**config.mk**
```make
export PLATFORM = sky130hd
export DESIGN_NAME = mlb_target
export DESIGN_NICKNAME = d
export VERILOG_FILES = /design/src/rtl/mlb_pkg.sv /design/src/rtl/mlb_addr.sv /design/src/rtl/mlb_regfile.sv /design/src/rtl/mlb_seq.sv /design/src/rtl/mlb_target.sv
export SDC_FILE = /design/constraint.sdc
export NUM_CORES = 1
export LEC_CHECK = 0
export CORE_ASPECT_RATIO = 0.9
export CORE_UTILIZATION = 30
export DETAILED_ROUTE_END_ITERATION = 8
export DONT_BUFFER_PORTS = 1
export MAX_ROUTING_LAYER = met4
export PLACE_DENSITY = 0.53
export SETUP_SLACK_MARGIN = 0.5
export SYNTH_ARGS = -nofsm -noshare
export SYNTH_HDL_FRONTEND = slang
export SYNTH_SLANG_ARGS = --single-unit
```
**constraint.sdc**
```tcl
create_clock -name clk -period 3.7 [get_ports clk]
set_input_delay 0.74 -clock clk [delete_from_list [all_inputs] [get_ports clk]]
set_output_delay 0.74 -clock clk [all_outputs]
set_load 0.01 [all_outputs]
```
**src/rtl/mlb_pkg.sv**
```systemverilog
// Shared definitions for the multiplexed local bus target.
// Assumes a 32-bit shared address/data path.
package mlb_pkg;
    localparam int BUS_W  = 32;
    localparam int LANES  = BUS_W / 8;

    typedef enum logic [1:0] {
        ST_IDLE = 2'd0,
        ST_DATA = 2'd1,
        ST_RESP = 2'd2
    } mlb_state_t;
endpackage

```
**src/rtl/mlb_addr.sv**
```systemverilog
// Address capture and window decode.
// Holds address bits 31:4 from the latch phase and a low word counter that
// starts at the low-address pins and steps after each acknowledged datum.
// Assumes WORDS is a power of two of at least 8 and BASE_ADDR is aligned.
module mlb_addr #(
    parameter int          WORDS     = 16,
    parameter logic [31:0] BASE_ADDR = 32'h1000_0000,
    localparam int         IDX_W     = $clog2(WORDS)
) (
    input  logic             clk,
    input  logic             rst_n,
    input  logic             capture,
    input  logic             adv,
    input  logic [31:4]      ad_hi,
    input  logic [1:0]       lo_in,
    output logic [IDX_W-1:0] idx,
    output logic             hit
);
    logic [31:4] upper_q;
    logic [1:0]  lo_q;

    // Capture the upper address and the starting low word bits.
    always_ff @(posedge clk) begin
        if (!rst_n) begin
            upper_q <= '0;
            lo_q    <= '0;
        end else if (capture) begin
            upper_q <= ad_hi;
            lo_q    <= lo_in;
        end else if (adv) begin
            lo_q    <= lo_q + 2'd1;
        end
    end

    // Word index and window match.
    always_comb begin
        idx = {upper_q[IDX_W+1:4], lo_q};
        hit = (upper_q[31:IDX_W+2] == BASE_ADDR[31:IDX_W+2]);
    end
endmodule

```
**src/rtl/mlb_regfile.sv**
```systemverilog
// Byte-lane writable register file with asynchronous read.
// Assumes one write per cycle; reset clears every word.
module mlb_regfile #(
    parameter int  WORDS = 16,
    localparam int IDX_W = $clog2(WORDS)
) (
    input  logic                            clk,
    input  logic                            rst_n,
    input  logic                            we,
    input  logic [IDX_W-1:0]                idx,
    input  logic [mlb_pkg::LANES-1:0]       be_n,
    input  logic [mlb_pkg::BUS_W-1:0]       wdata,
    output logic [mlb_pkg::BUS_W-1:0]       rdata
);
    logic [mlb_pkg::BUS_W-1:0] word_v [WORDS];

    for (genvar w = 0; w < WORDS; w++) begin : g_word
        logic [mlb_pkg::BUS_W-1:0] word_q;

        // Update the enabled lanes of this word on a write that selects it.
        always_ff @(posedge clk) begin
            if (!rst_n) begin
                word_q <= '0;
            end else if (we && (idx == IDX_W'(w))) begin
                for (int l = 0; l < mlb_pkg::LANES; l++) begin
                    if (!be_n[l]) word_q[l*8 +: 8] <= wdata[l*8 +: 8];
                end
            end
        end

        assign word_v[w] = word_q;
    end

    // Read the selected word.
    always_comb rdata = word_v[idx];
endmodule

```
**src/rtl/mlb_seq.sv**
```systemverilog
// Transaction sequencer: idle, data phase, response cycle.
// A datum sampled in the data phase is answered in the following cycle by a
// single acknowledge or bus-error pulse. Direction is held from the latch phase.
module mlb_seq (
    input  logic clk,
    input  logic rst_n,
    input  logic ale,
    input  logic cip_n,
    input  logic wr_n,
    input  logic last_n,
    input  logic hit,
    output logic capture,
    output logic we,
    output logic load_rd,
    output logic adv,
    output logic ack_n,
    output logic berr_n,
    output logic oe
);
    import mlb_pkg::*;

    mlb_state_t st_q, st_d;
    logic       rd_q;
    logic       last_q;
    logic       active;

    // Decode strobes for the datapath and the next state.
    always_comb begin
        capture = (st_q == ST_IDLE) && ale && !cip_n;
        active  = (st_q == ST_DATA) && !cip_n;
        we      = active && hit && !rd_q;
        load_rd = active && hit && rd_q;
        adv     = (st_q == ST_RESP) && !ack_n;
        st_d    = st_q;
        case (st_q)
            ST_IDLE: if (capture) st_d = ST_DATA;
            ST_DATA: st_d = cip_n ? ST_IDLE : ST_RESP;
            ST_RESP: st_d = (!berr_n || last_q || cip_n) ? ST_IDLE : ST_DATA;
            default: st_d = ST_IDLE;
        endcase
    end

    // State, direction, last flag and registered responses.
    always_ff @(posedge clk) begin
        if (!rst_n) begin
            st_q   <= ST_IDLE;
            rd_q   <= 1'b0;
            last_q <= 1'b0;
            ack_n  <= 1'b1;
            berr_n <= 1'b1;
            oe     <= 1'b0;
        end else begin
            st_q   <= st_d;
            if (capture) rd_q   <= wr_n;
            if (active)  last_q <= !last_n;
            ack_n  <= !(active && hit);
            berr_n <= !(active && !hit);
            oe     <= load_rd;
        end
    end
endmodule

```
**src/rtl/mlb_target.sv**
```systemverilog
// Top of the multiplexed local bus register target.
// Ties address capture, sequencer and register file together and registers
// read data so it lines up with the acknowledge pulse.
module mlb_target #(
    parameter int          WORDS     = 16,
    parameter logic [31:0] BASE_ADDR = 32'h1000_0000
) (
    input  logic        clk,
    input  logic        rst_n,
    input  logic [31:0] bus_ad_in,
    output logic [31:0] bus_ad_out,
    output logic        bus_ad_oe,
    input  logic [1:0]  lo_addr,
    input  logic        ale,
    input  logic        cip_n,
    input  logic        wr_n,
    input  logic [3:0]  be_n,
    input  logic        last_n,
    output logic        ack_n,
    output logic        berr_n
);
    localparam int IDX_W = $clog2(WORDS);

    logic             capture, we, load_rd, adv, hit;
    logic [IDX_W-1:0] idx;
    logic [31:0]      rdata;

    mlb_addr #(.WORDS(WORDS), .BASE_ADDR(BASE_ADDR)) u_addr (
        .clk(clk), .rst_n(rst_n), .capture(capture), .adv(adv),
        .ad_hi(bus_ad_in[31:4]), .lo_in(lo_addr), .idx(idx), .hit(hit)
    );

    mlb_seq u_seq (
        .clk(clk), .rst_n(rst_n), .ale(ale), .cip_n(cip_n), .wr_n(wr_n),
        .last_n(last_n), .hit(hit), .capture(capture), .we(we),
        .load_rd(load_rd), .adv(adv), .ack_n(ack_n), .berr_n(berr_n),
        .oe(bus_ad_oe)
    );

    mlb_regfile #(.WORDS(WORDS)) u_rf (
        .clk(clk), .rst_n(rst_n), .we(we), .idx(idx), .be_n(be_n),
        .wdata(bus_ad_in), .rdata(rdata)
    );

    // Register read data for the response cycle.
    always_ff @(posedge clk) begin
        if (!rst_n)       bus_ad_out <= '0;
        else if (load_rd) bus_ad_out <= rdata;
    end
endmodule

```
==> impl_metrics.toml <==
[status]
outcome = "finished with violations"
violations = "max-slew violations"

[synthesis]
yosysWarnings = 0
syn_nets = 2369
ys_types = 35
avgSynthCellArea_um2 = 11.0
ys_seq_elements = 581
syn_inst = 2321
seq_area_frac_synth = 0.455
synth.cell_area_um2 = 25600

[sta]
rsz0062_at_grt = "no"
setup_viol = 0
skew_ps = 30.5
setup-tns-final_ps = 0
timing_hold_violations_final = 0
slew_violations = 158
relSlewSlack = -0.175
tightest_slew_ps = 1760
fin_crit_ps = 2720
max_clock_freq_mhz = 368
timing.final.crit_share = 0.735

[grt]
grt_max_degree = 581
antenna_found_initial = 4
grt_usage = 0.170
grt_pass1_vias = 17700
grt-ovfl-total = 0
grt_first_pass_wirelength_um = 110000

[worst_setup_path]
worst_path_max_delay_cell = "dfxtp_4"
endpoint_kind = "register"
r2r_setup_slack_ps = 980
r2r-start = "u_addr.lo_q[1]"
cpPeakStageDelay_ps = 740
reg2regPathDepth = 6
critPathRequiredTime_ps = 4210
crit_fanout = 35
crit_path_start_kind = "register"
path_cells = "ha_1 > nor2b_1 > nand2b_1 > nor4_4 > buf_4 > mux2i_1"
path_delay_family = "simple AND/OR/NAND/NOR gates"
arrival_ps = 3230
reg2reg_to = "u_rf.g_word[7].word_q[30]"
crit_type = "reg -> reg"
worst-path-buf-inv = 1

[min_path]
hold-path-cell-count = 1
holdPathEnd = "u_seq.last_q"
worstHoldPathType = "in -> reg"
worstHoldStart = "last_n"

[cts]
cts-hold-fix-buffers = 0
cts_tree = "built"
clk_pin_slew_ps = 60
cts_made_buffers = 66
ctsResizeCount = 0
clockBufferDepth = 3
clock-root-buffer = "clkbuf_16"
cts_sinks = 581
htreeDepth = 3
clk-insertion-delay-late_ps = 600
cts_setup_buffers = 0

[detailed_routing]
wl_um = 71500
vias = 17500
post_drt_via_cell_ratio = 5.01
drt-pass1-iter-count = 5
drtAntennaViolNets = 0
drt_iter0_drc = 1032
wl_per_cell_um = 20.5
drc = 0

[power]
powerDensity_nw_per_um2 = 453
finalPower_mw = 13.2
ir_drop_mv = 0.292
leakagePower_nw = 9.54

[final_layout]
drive_gt1_frac = 0.169
layout_common_cells = "nand2_1, dfxtp_1, mux2i_1"
fin_nets = 2349
area_growth_pct = 13.9
final_common_cell = "nand2_1"

[place]
port_buffers = 0
hpwlAfterDp_um = 43900
gp_congestion = 0.779

[die]
boundaryPins = 79
die_w_um = 310
coreArea_um2 = 84400
dieArea_um2 = 86500
row_count = 101
initial_utilization = 0.303
fp.dieH_um = 279

[flow_run]
cap_violations = 0
logic make-up (layout without fill, tap and decap cells):
family / Yosys count / in the layout / share of synthesized area
adders and majority gates: 4 / 4 / 0.00196
AOI/OAI and AO/OA: 131 / 131 / 0.0369
muxes: 640 / 640 / 0.313
other: 0 / 7 / 0
xor gates and xnor gates: 1 / 1 / 0.000342
and+or+nand+nor: 786 / 786 / 0.164
DFF: 581 / 581 / 0.455
buffers and inverters: 178 / 205 / 0.0294
stage by stage:
stage | util | instance area (µm²) | hold WS (ps) | std cells | setup slack, ps
after global placement | 0.320 | 27000 | 438 | 3366 | 1050
after CTS | 0.345 | 29100 | 201 | 3481 | 930
after global routing | 0.345 | 29100 | 225 | 3488 | 784
after floorplan | - | 25600 | 432 | 2321 | 1100
final | 0.345 | 29100 | 238 | 3488 | 981
after detailed placement | 0.320 | 27000 | 443 | 3366 | 928
state kept, by name, indices dropped and copies added (netlist names):
signal / cells
u_seq.oe: 1
u_addr.lo_q: 2
u_seq.last_q: 1
u_seq.berr_n: 1
u_rf.g_word.word_q: 512
u_seq.ack_n: 1
u_addr.upper_q: 28
bus_ad_out: 32
u_seq.rd_q: 1
u_seq.st_q: 2
synthesized netlist by cell type (all sizes together):
master	count	share of area
nand2	641	0.094
dfxtp	581	0.45
mux2i	512	0.20
clkbuf	142	0.021
mux4	128	0.11
nor4	69	0.054
a22o	64	0.022
nor2	40	0.0059
buf	33	0.0081
o22ai	32	0.0078
a21oi	31	0.0061
nand2b	18	0.0044
nor2b	6	0.0015
ha	4	0.0020
a211oi	3	0.00088
inv	3	0.00044
and2	2	0.00054
nor3	2	0.00039
nor3b	2	0.00078
and4	1	0.00039
nand3	1	0.00020
nand3b	1	0.00029
nand4	1	0.00024
nor4b	1	0.00034
o21ai	1	0.00020
or4	1	0.00029
xnor2	1	0.00034
worst max-delay path by stage:
stage | slack [ps] | from | cells past startpoint | to
after floorplan | 1100 | u_addr.lo_q[0] | 10 | u_rf.g_word[8].word_q[16]
after global placement | 1050 | u_addr.lo_q[1] | 6 | u_rf.g_word[7].word_q[11]
after detailed placement | 930 | u_addr.lo_q[1] | 6 | u_rf.g_word[7].word_q[30]
after CTS | 930 | u_addr.lo_q[1] | 6 | u_rf.g_word[7].word_q[30]
after global routing | 780 | u_addr.lo_q[1] | 6 | u_rf.g_word[7].word_q[13]
final | 980 | u_addr.lo_q[1] | 6 | u_rf.g_word[7].word_q[30]
where the power goes:
part / leakage, nW / switching [mW] / internal (mW)
registers: 4.68 / 0.0329 / 6.27
logic: 3.82 / 0.453 / 0.142
clock network: 1.04 / 2.61 / 3.70
cell type report:
class	count	area, µm²
fillers	8368	55300
multi-input cells	1562	13300
flip-flops and latches	581	11600
clock buffers	96	1930
well taps	1133	1420
repair buffers	87	716
clock inverters	19	165
diodes	7	17.5
inverters	3	11.3
routing by layer:
metal / wire (µm) / part of all wire / track usage
met4: 1790 / 0.025 / 0.0465
met1: 32300 / 0.45 / 0.217
met5: 0 / 0 / -
met2: 33000 / 0.46 / 0.268
met3: 4350 / 0.061 / 0.0419
worst reg2reg max path, cell delays in order, from the launching register on:
cell and delay [ps]:
dfxtp_4 740, ha_1 250, nor2b_1 450, nand2b_1 390, nor4_4 300, buf_4 290, mux2i_1 240
(Power assumes the default switching activity.)
